**config.mk**
```make
export PLATFORM = sky130hd
export DESIGN_NAME = quad_dpot_ctrl
export DESIGN_NICKNAME = d
export VERILOG_FILES = /design/src/rtl/dpot_pkg.sv /design/src/rtl/dpot_pin_sync.sv /design/src/rtl/dpot_frame_rx.sv /design/src/rtl/dpot_wiper_bank.sv /design/src/rtl/quad_dpot_ctrl.sv
export SDC_FILE = /design/constraint.sdc
export NUM_CORES = 1
export LEC_CHECK = 0
export BUFFER_PORTS_ARGS = -buffer_cell sky130_fd_sc_hd__buf_2
export CORE_MARGIN = 2
export CORE_UTILIZATION = 45
export CTS_BUF_LIST = sky130_fd_sc_hd__clkbuf_16
export DETAILED_ROUTE_END_ITERATION = 8
export PLACE_DENSITY_LB_ADDON = 0.2
export REMOVE_ABC_BUFFERS = 1
export SLEW_MARGIN = 20
export SYNTH_ARGS = -nofsm -noshare
export SYNTH_HDL_FRONTEND = slang
export SYNTH_SLANG_ARGS = --single-unit
```
**constraint.sdc**
```tcl
create_clock -name clk -period 1.5 [get_ports clk]
set_input_delay 0 -clock clk [delete_from_list [all_inputs] [get_ports clk]]
set_output_delay 0 -clock clk [all_outputs]
set_load 0.01 [all_outputs]
```
**src/rtl/dpot_pkg.sv**
```systemverilog
package dpot_pkg;
  localparam int CH_N     = 4;
  localparam int CODE_W   = 6;
  localparam int ADDR_W   = $clog2(CH_N);
  localparam int FRAME_W  = ADDR_W + CODE_W;
  localparam int CNT_W    = $clog2(FRAME_W + 2);
  localparam logic [CODE_W-1:0] MID_CODE = CODE_W'(1) << (CODE_W - 1);

  typedef struct packed {
    logic [ADDR_W-1:0] chan;
    logic [CODE_W-1:0] code;
  } wr_cmd_t;
endpackage

```
**src/rtl/dpot_pin_sync.sv**
```systemverilog
module dpot_pin_sync #(
  parameter int PINS   = 4,
  parameter int STAGES = 2
) (
  input  logic            clk,
  input  logic            rst,
  input  logic [PINS-1:0] pin_i,
  output logic [PINS-1:0] lvl_o,
  output logic [PINS-1:0] rise_o,
  output logic [PINS-1:0] fall_o
);
  genvar g;
  generate
    for (g = 0; g < PINS; g++) begin : g_pin
      logic [STAGES:0] chain;
      always_ff @(posedge clk) begin
        if (rst) chain <= '0;
        else     chain <= {chain[STAGES-1:0], pin_i[g]};
      end
      assign lvl_o[g]  = chain[STAGES-1];
      assign rise_o[g] = chain[STAGES-1] & ~chain[STAGES];
      assign fall_o[g] = ~chain[STAGES-1] & chain[STAGES];
    end
  endgenerate
endmodule

```
**src/rtl/dpot_frame_rx.sv**
```systemverilog
module dpot_frame_rx
  import dpot_pkg::*;
(
  input  logic    clk,
  input  logic    rst,
  input  logic    sel_n,
  input  logic    sel_rise,
  input  logic    sel_fall,
  input  logic    sck_rise,
  input  logic    sck_fall,
  input  logic    din,
  output logic    load_o,
  output wr_cmd_t cmd_o,
  output logic    sdo_o
);
  localparam logic [CNT_W-1:0] CNT_FULL = CNT_W'(FRAME_W);
  localparam logic [CNT_W-1:0] CNT_OVER = CNT_W'(FRAME_W + 1);

  logic [FRAME_W-1:0] shreg;
  logic [CNT_W-1:0]   edges;

  always_ff @(posedge clk) begin
    if (rst) begin
      shreg <= '0;
      edges <= '0;
    end else begin
      if (sel_fall) edges <= '0;
      else if (sck_rise && !sel_n && edges != CNT_OVER) edges <= edges + 1'b1;
      if (sck_rise && !sel_n) shreg <= {shreg[FRAME_W-2:0], din};
    end
  end

  always_ff @(posedge clk) begin
    if (rst) sdo_o <= 1'b0;
    else if (sck_fall && !sel_n) sdo_o <= shreg[FRAME_W-1];
  end

  always_ff @(posedge clk) begin
    if (rst) begin
      load_o <= 1'b0;
      cmd_o  <= '0;
    end else begin
      load_o <= sel_rise && (edges == CNT_FULL);
      if (sel_rise) cmd_o <= shreg;
    end
  end

  p_cnt_bounded_r3: assert property (@(posedge clk) disable iff (rst)
    edges <= CNT_OVER);
  p_idle_no_shift_r9: assert property (@(posedge clk) disable iff (rst)
    sel_n |=> $stable(shreg));
  p_sdo_on_fall_r5: assert property (@(posedge clk) disable iff (rst)
    !$stable(sdo_o) |-> $past(sck_fall));
endmodule

```
**src/rtl/dpot_wiper_bank.sv**
```systemverilog
module dpot_wiper_bank
  import dpot_pkg::*;
(
  input  logic                     clk,
  input  logic                     rst,
  input  logic                     shdn_i,
  input  logic                     load_i,
  input  wr_cmd_t                  cmd_i,
  output logic [CH_N*CODE_W-1:0]   tap_o,
  output logic [CH_N-1:0]          open_a_o,
  output logic [CH_N-1:0]          short_wb_o
);
  logic [CODE_W-1:0] lat [CH_N];

  always_ff @(posedge clk) begin
    if (rst) begin
      for (int i = 0; i < CH_N; i++) lat[i] <= MID_CODE;
    end else if (load_i) begin
      lat[cmd_i.chan] <= cmd_i.code;
    end
  end

  genvar g;
  generate
    for (g = 0; g < CH_N; g++) begin : g_ch
      always_ff @(posedge clk) begin
        if (rst) begin
          tap_o[g*CODE_W +: CODE_W] <= MID_CODE;
          open_a_o[g]   <= 1'b0;
          short_wb_o[g] <= 1'b0;
        end else begin
          tap_o[g*CODE_W +: CODE_W] <= shdn_i ? '0 : lat[g];
          open_a_o[g]   <= shdn_i;
          short_wb_o[g] <= shdn_i;
        end
      end

      p_restore_r7: assert property (@(posedge clk) disable iff (rst)
        ($fell(shdn_i) && !load_i) |=> (tap_o[g*CODE_W +: CODE_W] == lat[g]));
      p_hold_r4: assert property (@(posedge clk) disable iff (rst)
        !load_i |=> $stable(lat[g]));
    end
  endgenerate

  p_forced_r6: assert property (@(posedge clk) disable iff (rst)
    shdn_i |=> (&open_a_o) && (&short_wb_o) && (tap_o == '0));
endmodule

```
**src/rtl/quad_dpot_ctrl.sv**
```systemverilog
module quad_dpot_ctrl
  import dpot_pkg::*;
(
  input  logic                   clk,
  input  logic                   rst,
  input  logic                   cs_n,
  input  logic                   sclk,
  input  logic                   sdi,
  input  logic                   shdn,
  output logic                   sdo,
  output logic [CH_N*CODE_W-1:0] tap_code,
  output logic [CH_N-1:0]        open_a,
  output logic [CH_N-1:0]        short_wb
);
  localparam int PIN_N = 4;

  logic [PIN_N-1:0] lvl, rise, fall;
  logic             load;
  wr_cmd_t          cmd;

  dpot_pin_sync #(.PINS(PIN_N), .STAGES(2)) u_sync (
    .clk(clk), .rst(rst),
    .pin_i({shdn, sdi, sclk, cs_n}),
    .lvl_o(lvl), .rise_o(rise), .fall_o(fall)
  );

  dpot_frame_rx u_rx (
    .clk(clk), .rst(rst),
    .sel_n(lvl[0]), .sel_rise(rise[0]), .sel_fall(fall[0]),
    .sck_rise(rise[1]), .sck_fall(fall[1]),
    .din(lvl[2]),
    .load_o(load), .cmd_o(cmd), .sdo_o(sdo)
  );

  dpot_wiper_bank u_bank (
    .clk(clk), .rst(rst),
    .shdn_i(lvl[3]), .load_i(load), .cmd_i(cmd),
    .tap_o(tap_code), .open_a_o(open_a), .short_wb_o(short_wb)
  );

  p_reset_mid_r1: assert property (@(posedge clk)
    $past(rst) |-> (tap_code == {CH_N{MID_CODE}}) && (sdo == 1'b0));
endmodule

```
==> impl_metrics.yaml <==
clock_tree:
  ctsResizeCount: 0
  cts_buffer_depth: 2
  clockRootBuffer: "clkbuf_16"
  path_clk_slew_ns: 0.06
  clock-sinks: 81
  cts_made_buffers: 9
  cts_setup_buffers: 0
  clk-insertion-delay-late_ns: 0.33
  ctsHtreeMaxLevel: 3
  cts_tree: "built"
final_layout:
  fin_area_um2: 3490
  syn_to_final_growth_pct: 20.3
  fin_nets: 283
  stdcell_count: 356
  num_antenna_cells: 0
  fill_cells: 541
  drive_above_1_share_pct: 25.8
yosys:
  syn_inst: 230
  synth_area_per_cell_um2: 12.6
  ys_ff_latch: 81
  synthTopCellsByCount: "dfxtp_1 (57), and2_1 (40), edfxtp_1 (24)"
  post-synth-top-count-cell: "dfxtp_1"
  ys_seq_area_share_pct: 64.1
  synth.distinct_cells: 32
  ys_top_cells_by_area: "dfxtp_1 (39%), edfxtp_1 (25%), and2_1 (8.6%)"
  synth_area_um2: 2900
  synth_enable_flop_cells: 24
  ys_dominant_reg_cell: "dfxtp_1"
  async_reset_ff_share_pct: 0
  yosysTopAreaCellShare_pct: 39.3
  yosysTopAreaCell: "dfxtp_1"
  yosysWarnings: 0
floorplan:
  initial_core_util_pct: 46.2
  pin_count: 39
  core_um2: 6280
  die_h_um: 84.3
  dieArea_um2: 7110
  row_count: 29
  die_w_um: 84.3
sta:
  timing.slew.headroom_pct: 72.1
  finalHoldViolCount: 0
  final.setup.tns_ns: 0
  fin_worst_skew_ns: 0.00722
  min_period_ns: 1.33
  tightest_slew_ns: 0.419
  finalSetupViolations: 0
  slew_viol_final: 0
  grt_setup_unrepaired: "no"
  hold_ws_ns: 0.106
  period_share_pct: 88.4
  fmax_mhz: 754
critical_path:
  cp.arrival_ns: 1.55
  cp_max_fo: 7
  path_class: "reg -> reg"
  cp-end-kind: "flip-flop"
  cp-start-kind: "flip-flop"
  worstPathRequired_ns: 1.72
  regToRegSetupSlack_ns: 0.17
global_routing:
  grt_first_pass_wirelength_um: 6950
  grt_max_degree: 41
  antenna_found_initial: 0
  gr-total-overflow: 0
  grt_usage_pct: 12.8
  grt_pass1_vias: 1574
routing:
  first_pass_iters: 4
  post-route-drc-count: 0
  drt-total-wl_um: 4110
  vias: 1620
  viasPerCell: 4.55
  ant_nets: 0
  drt_iter0_markers: 55
  routedWlPerCell_um: 11.5
placement:
  placed_area_um2: 3150
  port_buffers: 38
  dp.cells: 336
  gp_congestion: 0.693
  hpwl_um: 2780
power:
  leakage_uw: 0.00147
  power.density_nw_per_um2: 1330
  peakVddDrop_v: 0.000834
flow_run:
  maxCapViolations: 0
min_path:
  min_path_type: "in -> reg"
outcome:
  outcome: "finished, final reports clean"
==> cells by family (layout without fill, tap and decap cells) <==
kind of cell | Yosys count | after routing | synth area share, %
simple gates | 92 | 92 | 19.8
flops | 81 | 81 | 64.1
compound gates | 12 | 12 | 3.49
mux | 20 | 20 | 6.90
buf+inv | 22 | 71 | 4.35
fa+ha+maj | 3 | 3 | 1.29
==> final timing paths <==
kind | startpoint | end | depth (start not counted)
setup reg to reg | u_sync.g_pin[0].chain[1]$_SDFF_PP0_ | u_rx.shreg[4]$_SDFFE_PP0P_ | 4
hold / removal | rst | u_rx.edges[2]$_SDFFE_PP0P_ | 3
setup / recovery | u_sync.g_pin[0].chain[1]$_SDFF_PP0_ | u_rx.shreg[4]$_SDFFE_PP0P_ | 4
hold reg to reg | u_bank.lat[2][2]$_SDFFCE_PN0P_ | u_bank.tap_o[14]$_SDFF_PP0_ | 1
==> power by group <==
group,switching [uW],leakage [uW],total (uW),internal (uW)
Combinational,90.6,0.000623,168,77.0
Sequential,15.9,0.000699,2320,2300
Clock,859,0.000151,2160,1300
Total,966,0.00147,4650,3680
==> area by class of cell <==
cell class / instances / area [um2] / area share, %
clock buffer: 9 / 225 / 6.45
clock inverter: 7 / 75.1 / 2.15
inverter: 6 / 22.5 / 0.645
multi-input combinational: 127 / 915 / 26.2
sequential: 81 / 1860 / 53.3
tap: 77 / 96.3 / 2.76
timing repair buffer: 49 / 295 / 8.46
==> layout by cell type (no fill, tap or decap), types with 3 or more instances in the layout <==
| cell | count |
|---|---|
| dlygate4sd3_1 | 4 |
| o211ai_1 | 5 |
| nor2_1 | 20 |
| nand2b_1 | 5 |
| edfxtp_1 | 24 |
| inv_6 | 3 |
| dfxtp_1 | 57 |
| buf_4 | 6 |
| inv_1 | 6 |
| buf_2 | 38 |
| or2_2 | 3 |
| mux2i_1 | 20 |
| a21o_1 | 4 |
| clkbuf_16 | 9 |
| ha_1 | 3 |
| and2_1 | 40 |
| nor2b_1 | 11 |
==> worst max-delay path: stages, from the launching register on <==
cell and delay (ns):
dfxtp_1 0.35, nor3b_4 0.36, buf_4 0.25, mux2i_1 0.21, nor2_1 0.05
==> per-layer routing <==
layer	up-vias	global-route usage (%)	part of all wire, %
li1	847	-	-
met1	727	15.1	46
met2	34	20.1	47
met3	12	3.93	4.2
met4	0	8.36	3.0
met5	-	0	0
==> what timing repair did <==
item / in CTS / in global routing
hold buffers: 4 / 0
endpoints found under the hold margin: 4 / 0
setup endpoints to repair: 0 / 0
==> sequential cells by signal, indices dropped and copies added, names as in the netlist <==
| name | flops |
|---|---|
| u_bank.lat | 24 |
| u_rx.edges | 4 |
| u_bank.tap_o | 24 |
| u_rx.cmd_o | 8 |
| u_rx.shreg | 8 |
| u_rx.sdo_o | 1 |
| u_sync.g_pin.chain | 10 |
| u_bank.open_a_o | 1 |
| u_rx.load_o | 1 |
==> metrics by stage <==
stage / util (%) / setup slack (ns) / total power (uW)
floorplan: - / 0.0792 / 2460
detailed placement: 50.2 / 0.183 / 2530
global placement: 50.2 / 0.216 / 2530
CTS: 55.6 / 0.163 / 4710
finish: 55.6 / 0.173 / 4650
global route: 55.6 / 0.0978 / 4820
Power figures use the tool's default switching activity.
